### src/rtl/hyst_trig_pkg.sv
package hyst_trig_pkg;
  typedef enum logic {
    EDGE_RISE = 1'b0,
    EDGE_FALL = 1'b1
  } edge_e;
endpackage

### src/rtl/hyst_band.sv
// Saturating band limits around the threshold.
module hyst_band #(
  parameter int W = 16
) (
  input  logic signed [W-1:0] thr_i,
  input  logic        [W-1:0] hyst_i,
  output logic signed [W-1:0] lo_o,
  output logic signed [W-1:0] hi_o
);
  localparam int XW = W + 2;
  localparam logic signed [XW-1:0] MAX_X = {3'b000, {(W-1){1'b1}}};
  localparam logic signed [XW-1:0] MIN_X = {3'b111, {(W-1){1'b0}}};

  logic signed [XW-1:0] thr_x, hyst_x, lo_x, hi_x;

  always_comb begin
    thr_x  = {{2{thr_i[W-1]}}, thr_i};
    hyst_x = {2'b00, hyst_i};
    lo_x   = thr_x - hyst_x;
    hi_x   = thr_x + hyst_x;
    lo_o   = (lo_x < MIN_X) ? MIN_X[W-1:0] : lo_x[W-1:0];
    hi_o   = (hi_x > MAX_X) ? MAX_X[W-1:0] : hi_x[W-1:0];
  end

  always_comb begin
    AST_BAND_ORDER: assert (lo_o <= thr_i && hi_o >= thr_i);
  end
endmodule

### src/rtl/hyst_cmp.sv
// Per-sample crossing and re-arm conditions for the selected direction.
module hyst_cmp
  import hyst_trig_pkg::*;
#(
  parameter int W = 16
) (
  input  logic signed [W-1:0] smp_i,
  input  logic signed [W-1:0] thr_i,
  input  logic signed [W-1:0] lo_i,
  input  logic signed [W-1:0] hi_i,
  input  edge_e               edge_i,
  output logic                hit_o,
  output logic                rearm_o
);
  always_comb begin
    unique case (edge_i)
      EDGE_RISE: begin
        hit_o   = (smp_i >= thr_i);
        rearm_o = (smp_i <  lo_i);
      end
      EDGE_FALL: begin
        hit_o   = (smp_i <  thr_i);
        rearm_o = (smp_i >  hi_i);
      end
      default: begin
        hit_o   = 1'b0;
        rearm_o = 1'b0;
      end
    endcase
  end
endmodule

### src/rtl/hyst_arm_ctl.sv
// Armed state and registered trigger pulse.
module hyst_arm_ctl (
  input  logic clk,
  input  logic rst_n,
  input  logic en_i,
  input  logic vld_i,
  input  logic hit_i,
  input  logic rearm_i,
  output logic armed_o,
  output logic trig_o
);
  logic armed_q, armed_d;
  logic trig_q, trig_d;
  logic accept;

  always_comb begin
    accept  = en_i & vld_i;
    armed_d = armed_q;
    trig_d  = 1'b0;
    if (!en_i) begin
      armed_d = 1'b0;
    end else if (accept) begin
      if (armed_q && hit_i) begin
        trig_d  = 1'b1;
        armed_d = 1'b0;
      end else if (!armed_q && rearm_i) begin
        armed_d = 1'b1;
      end
    end
  end

  always_ff @(posedge clk or negedge rst_n) begin
    if (!rst_n) begin
      armed_q <= 1'b0;
      trig_q  <= 1'b0;
    end else begin
      armed_q <= armed_d;
      trig_q  <= trig_d;
    end
  end

  assign armed_o = armed_q;
  assign trig_o  = trig_q;

  AST_FIRE_ON_HIT: assert property (@(posedge clk) disable iff (!rst_n)
    (en_i && vld_i && armed_q && hit_i) |=> trig_q);
  AST_PULSE_DISARMS: assert property (@(posedge clk) disable iff (!rst_n)
    trig_q |-> !armed_q);
  AST_IDLE_HOLD: assert property (@(posedge clk) disable iff (!rst_n)
    (en_i && !vld_i) |=> ($stable(armed_q) && !trig_q));
  AST_ARM_ON_REARM: assert property (@(posedge clk) disable iff (!rst_n)
    (en_i && vld_i && !armed_q && rearm_i) |=> armed_q);
  AST_DISABLE_QUIET: assert property (@(posedge clk) disable iff (!rst_n)
    !en_i |=> (!armed_q && !trig_q));
  AST_SINGLE_PULSE: assert property (@(posedge clk) disable iff (!rst_n)
    trig_q |=> !trig_q);
endmodule

### src/rtl/hyst_trig.sv
module hyst_trig
  import hyst_trig_pkg::*;
#(
  parameter int SMP_W = 16
) (
  input  logic             clk,
  input  logic             rst_n,
  input  logic             enable_i,
  input  logic             smp_vld_i,
  input  logic [SMP_W-1:0] smp_i,
  input  logic [SMP_W-1:0] thresh_i,
  input  logic [SMP_W-1:0] hyst_i,
  input  logic             edge_fall_i,
  output logic             trig_o,
  output logic             armed_o
);
  logic [1:0] rst_sync_q;
  logic       rst_int_n;

  always_ff @(posedge clk or negedge rst_n) begin
    if (!rst_n) rst_sync_q <= 2'b00;
    else        rst_sync_q <= {rst_sync_q[0], 1'b1};
  end
  assign rst_int_n = rst_sync_q[1];

  logic signed [SMP_W-1:0] smp_s, thr_s, lo_lim, hi_lim;
  logic hit, rearm;
  edge_e edge_sel;

  assign smp_s    = $signed(smp_i);
  assign thr_s    = $signed(thresh_i);
  assign edge_sel = edge_e'(edge_fall_i);

  hyst_band #(.W(SMP_W)) u_band (
    .thr_i (thr_s),
    .hyst_i(hyst_i),
    .lo_o  (lo_lim),
    .hi_o  (hi_lim)
  );

  hyst_cmp #(.W(SMP_W)) u_cmp (
    .smp_i  (smp_s),
    .thr_i  (thr_s),
    .lo_i   (lo_lim),
    .hi_i   (hi_lim),
    .edge_i (edge_sel),
    .hit_o  (hit),
    .rearm_o(rearm)
  );

  hyst_arm_ctl u_ctl (
    .clk    (clk),
    .rst_n  (rst_int_n),
    .en_i   (enable_i),
    .vld_i  (smp_vld_i),
    .hit_i  (hit),
    .rearm_i(rearm),
    .armed_o(armed_o),
    .trig_o (trig_o)
  );
endmodule

### config.mk
export PLATFORM = sky130hd
export DESIGN_NAME = hyst_trig
export DESIGN_NICKNAME = d
export VERILOG_FILES = /design/src/rtl/hyst_trig_pkg.sv /design/src/rtl/hyst_band.sv /design/src/rtl/hyst_cmp.sv /design/src/rtl/hyst_arm_ctl.sv /design/src/rtl/hyst_trig.sv
export SDC_FILE = /design/constraint.sdc
export NUM_CORES = 1
export LEC_CHECK = 0
export BUFFER_PORTS_ARGS = -buffer_cell sky130_fd_sc_hd__clkbuf_2
export CORE_MARGIN = 1
export CORE_UTILIZATION = 45
export DETAILED_ROUTE_END_ITERATION = 8
export GPL_TIMING_DRIVEN = 0
export PLACE_DENSITY_LB_ADDON = 0.2
export SKIP_LAST_GASP = 1
export SLEW_MARGIN = 20
export SYNTH_ARGS = -nofsm -noshare
export SYNTH_HDL_FRONTEND = slang
export SYNTH_HIERARCHICAL = 1
export SYNTH_SLANG_ARGS = --single-unit
### constraint.sdc
create_clock -name clk -period 0.8 [get_ports clk]
set_input_delay 0.04 -clock clk [delete_from_list [all_inputs] [get_ports clk]]
set_output_delay 0.04 -clock clk [all_outputs]
set_load 0.01 [all_outputs]
==> reports/summary.txt <==
Syn Area/Cell = 7.073 um^2
Drt drc = 0
WL final = 8.815 mm
Detailed Route Iter0 Violations = 171
CTS max path bufs = 2
Delay-heaviest family, CP = simple AND/OR/NAND/NOR gates
TritonRoute pass-1 iters = 4
Global-route wire length before repair = 14.23 mm
Unrepaired setup endpoints after global routing = yes
CP cell instances = clkbuf_8 > ha_4 > inv_2 > fa_2 > o21ba_4 > o22ai_4 > a2111oi_4 > o41ai_2 > buf_4 > o31ai_4 > or4_4 > a41o_4 > buf_8 > nand2_1 > inv_1 > ha_1 > nand4_1 > or4_4 > a21oi_2 > a211oi_2 > and4b_1 > o32ai_2 > and4b_1 > a31o_1
Ys async rst share = 1.000
Commonest cells after routing, fill and taps aside = inv_1 (77), ha_1 (72), clkbuf_2 (50)
CP max FO = 7
CP Launch Point = thresh_i[0]
Placer congestion estimate = 0.8674
Clock Pin Slew Worst Setup and Hold Paths = 30 ps
Sink Count = 4
Net Sw Frac = 0.4960
Area of placed instances = 3664 um^2
Crit Path Class = primary input to flop
Unique masters post-synth = 68
Syn nets = 596
Non-filler cells, final = 629
Drt wl/cell = 14.01 um
Status = finished with violations
Share of power burned in registers = 0.055
Synth Cell Area = 3261 um^2
FF-to-FF Start = u_ctl/armed_o
Synth area leaders = ha_1 (31%), inv_1 (9.3%), a21oi_1 (5.2%)
Final Power = 0.004150 W
Hold/Removal Path Class = flop to async pin
Final min period = 4348 ps
Post-Synthesis Cells = 461
CTS Root Cell = clkbuf_8
Worst-Skew Late Latency = 220 ps
Antenna diodes = 0
Die H = 87.12 um
Primary FF master, synth = dfrtp_1
Largest net degree at the start of global routing = 12
Yosys reg bits = 4
Pwr Density = 1027 nW/um^2
Cell Rows = 30
Clock network power share = 0.103
Least-Margin Pin Slew = 499.7 ps
Total global routing overflow = 0
Commonest non-fill, non-tap cell in the layout = inv_1
Slack of the critical path = -3548 ps
Boundary pin count = 55
P_leak = 2.065 nW
Fmax = 230.0 MHz
Initial Util = 0.4721
IO Port Bufs = 54
Sw power = 0.002058 W
Endpoints failing setup = 2
Layout area overhead = 23.91%
Startpoint Class = primary input
DR vias/cell = 5.474
P_int = 0.002092 W
Yosys Warn Count = 6
Core Box Area = 6907 um^2
Final period util = 5.435
Max-cap violations = 0
Part of the Yosys area used for sequential elements = 0.03070
Vias = 3443
H-tree depth = 1
Critical path buffers and inverters = 5
DRT antenna net count = 0
Crit end category = flop
Fin. Hold Viols = 0
Finished Cell Area = 4040 um^2
Die width = 87.12 um
Setup Skew = 0.3986 ps
EDFF count, synth = 0
Crit path DAT = 4500 ps
Worst VDD drop = 0.3527 mV
Sum Neg Setup Slack = -4443 ps
Worst R2R Path Depth = 2
Req. time, crit path = 960 ps
Final Slew Violations = 0
Antenna violations before repair = 0
Share of cells above drive strength 1 = 0.2270
Placed Cells = 611
CP Depth = 24
DPL Wire Length = 7.094 mm
Gate power share = 0.843
CTS tree = yes
Area of the die = 7590 um^2
Slowest CP cell = or4_4
CTS Buf Count = 3
Vias in the first global route = 3175
Failing checks = setup timing
Final nets = 670
Worst path max stage delay = 560 ps
Worst slew margin = 0.6639
Post-synth top area cell = ha_1
Share of the synthesized area in the top cell type = 0.3070
Overall Global Routing Usage = 0.2339
Final Util = 0.5850
-- cell type report --
class	instances	area, um^2
multi-input cells	362	2977
clock buffers	3	41.29
inverters	82	307.8
well taps	96	120.1
repair buffers	69	411.6
fillers	681	2867
plain buffers	13	82.58
flip-flops and latches	4	100.1
-- flip-flops by register name, indices dropped and copies added, names as in the netlist --
| name | cells |
|---|---|
| rst_sync_q | 2 |
| u_ctl/armed_o | 1 |
| u_ctl/trig_o | 1 |
-- per-stage QoR --
stage	hold WS, ps	setup WS [ps]
floorplan	-255.6	-3365
global placement	-175.4	-4372
detailed placement	-173.5	-4409
CTS	26.77	-3635
global route	36.04	-3812
finish	22.48	-3548
-- cells by family (layout without fill, tap and decap cells) --
kind of cell / Yosys count / count (layout) / share of synthesized area
other cells: 1 / 1 / 0.001150
compound gates: 126 / 126 / 0.2721
mux: 5 / 5 / 0.01573
buf+inv: 95 / 167 / 0.1174
xor+xnor: 18 / 18 / 0.04835
flops: 4 / 4 / 0.03070
simple gates: 130 / 130 / 0.1953
fa+ha+maj: 82 / 82 / 0.3193
-- timing repair --
item                                    in CTS  in global routing
endpoints found under the hold margin        2                  0
buffers inserted                            11                  3
gates resized for setup                     31                 10
endpoints found under the setup margin       2                  3
hold buffers                                 1                  0
pin swaps                                   20                 11
-- final timing paths --
kind,to,slack [ps]
max in group asynchronous,rst_sync_q[1],560
setup reg to reg,u_ctl/armed_o,-60
min in group clk,u_ctl/trig_o,60
hold / removal,u_ctl/trig_o,20
hold reg to reg,u_ctl/trig_o,20
setup / recovery,u_ctl/armed_o,-3550
-- power groups by stage --
stage                     clock network [W]  registers [W]  logic, W
final                              0.000426       0.000227   0.00350
after global routing               0.000464       0.000228   0.00389
after CTS                          0.000438       0.000227   0.00337
after detailed placement                  0       0.000229   0.00301
after global placement                    0       0.000228   0.00293
after floorplan                           0       0.000232   0.00222
-- worst register-to-register path, stage by stage (launching register included) --
cell and delay, ps:
dfrtp_1 370, and4b_1 200, a31o_1 180
-- per-layer routing --
| metal | part of all wire | global-route usage | wire length [um] |
|---|---|---|---|
| met1 | 0.46 | 0.3110 | 4046 |
| met2 | 0.48 | 0.4030 | 4197 |
| met3 | 0.045 | 0.01517 | 400 |
| met4 | 0.019 | 0.07303 | 170 |
| met5 | 0 | 0 | 0 |
-- cell usage after synthesis (6+ instances only) --
cell type,instances
nand4_1,10
nor3_1,7
nand2_1,35
a21o_1,6
inv_1,81
nor2b_1,9
o21ai_0,27
nor2_1,43
xnor2_1,13
a21oi_1,34
ha_1,80
o21bai_1,6
(Power assumes the default switching activity.)
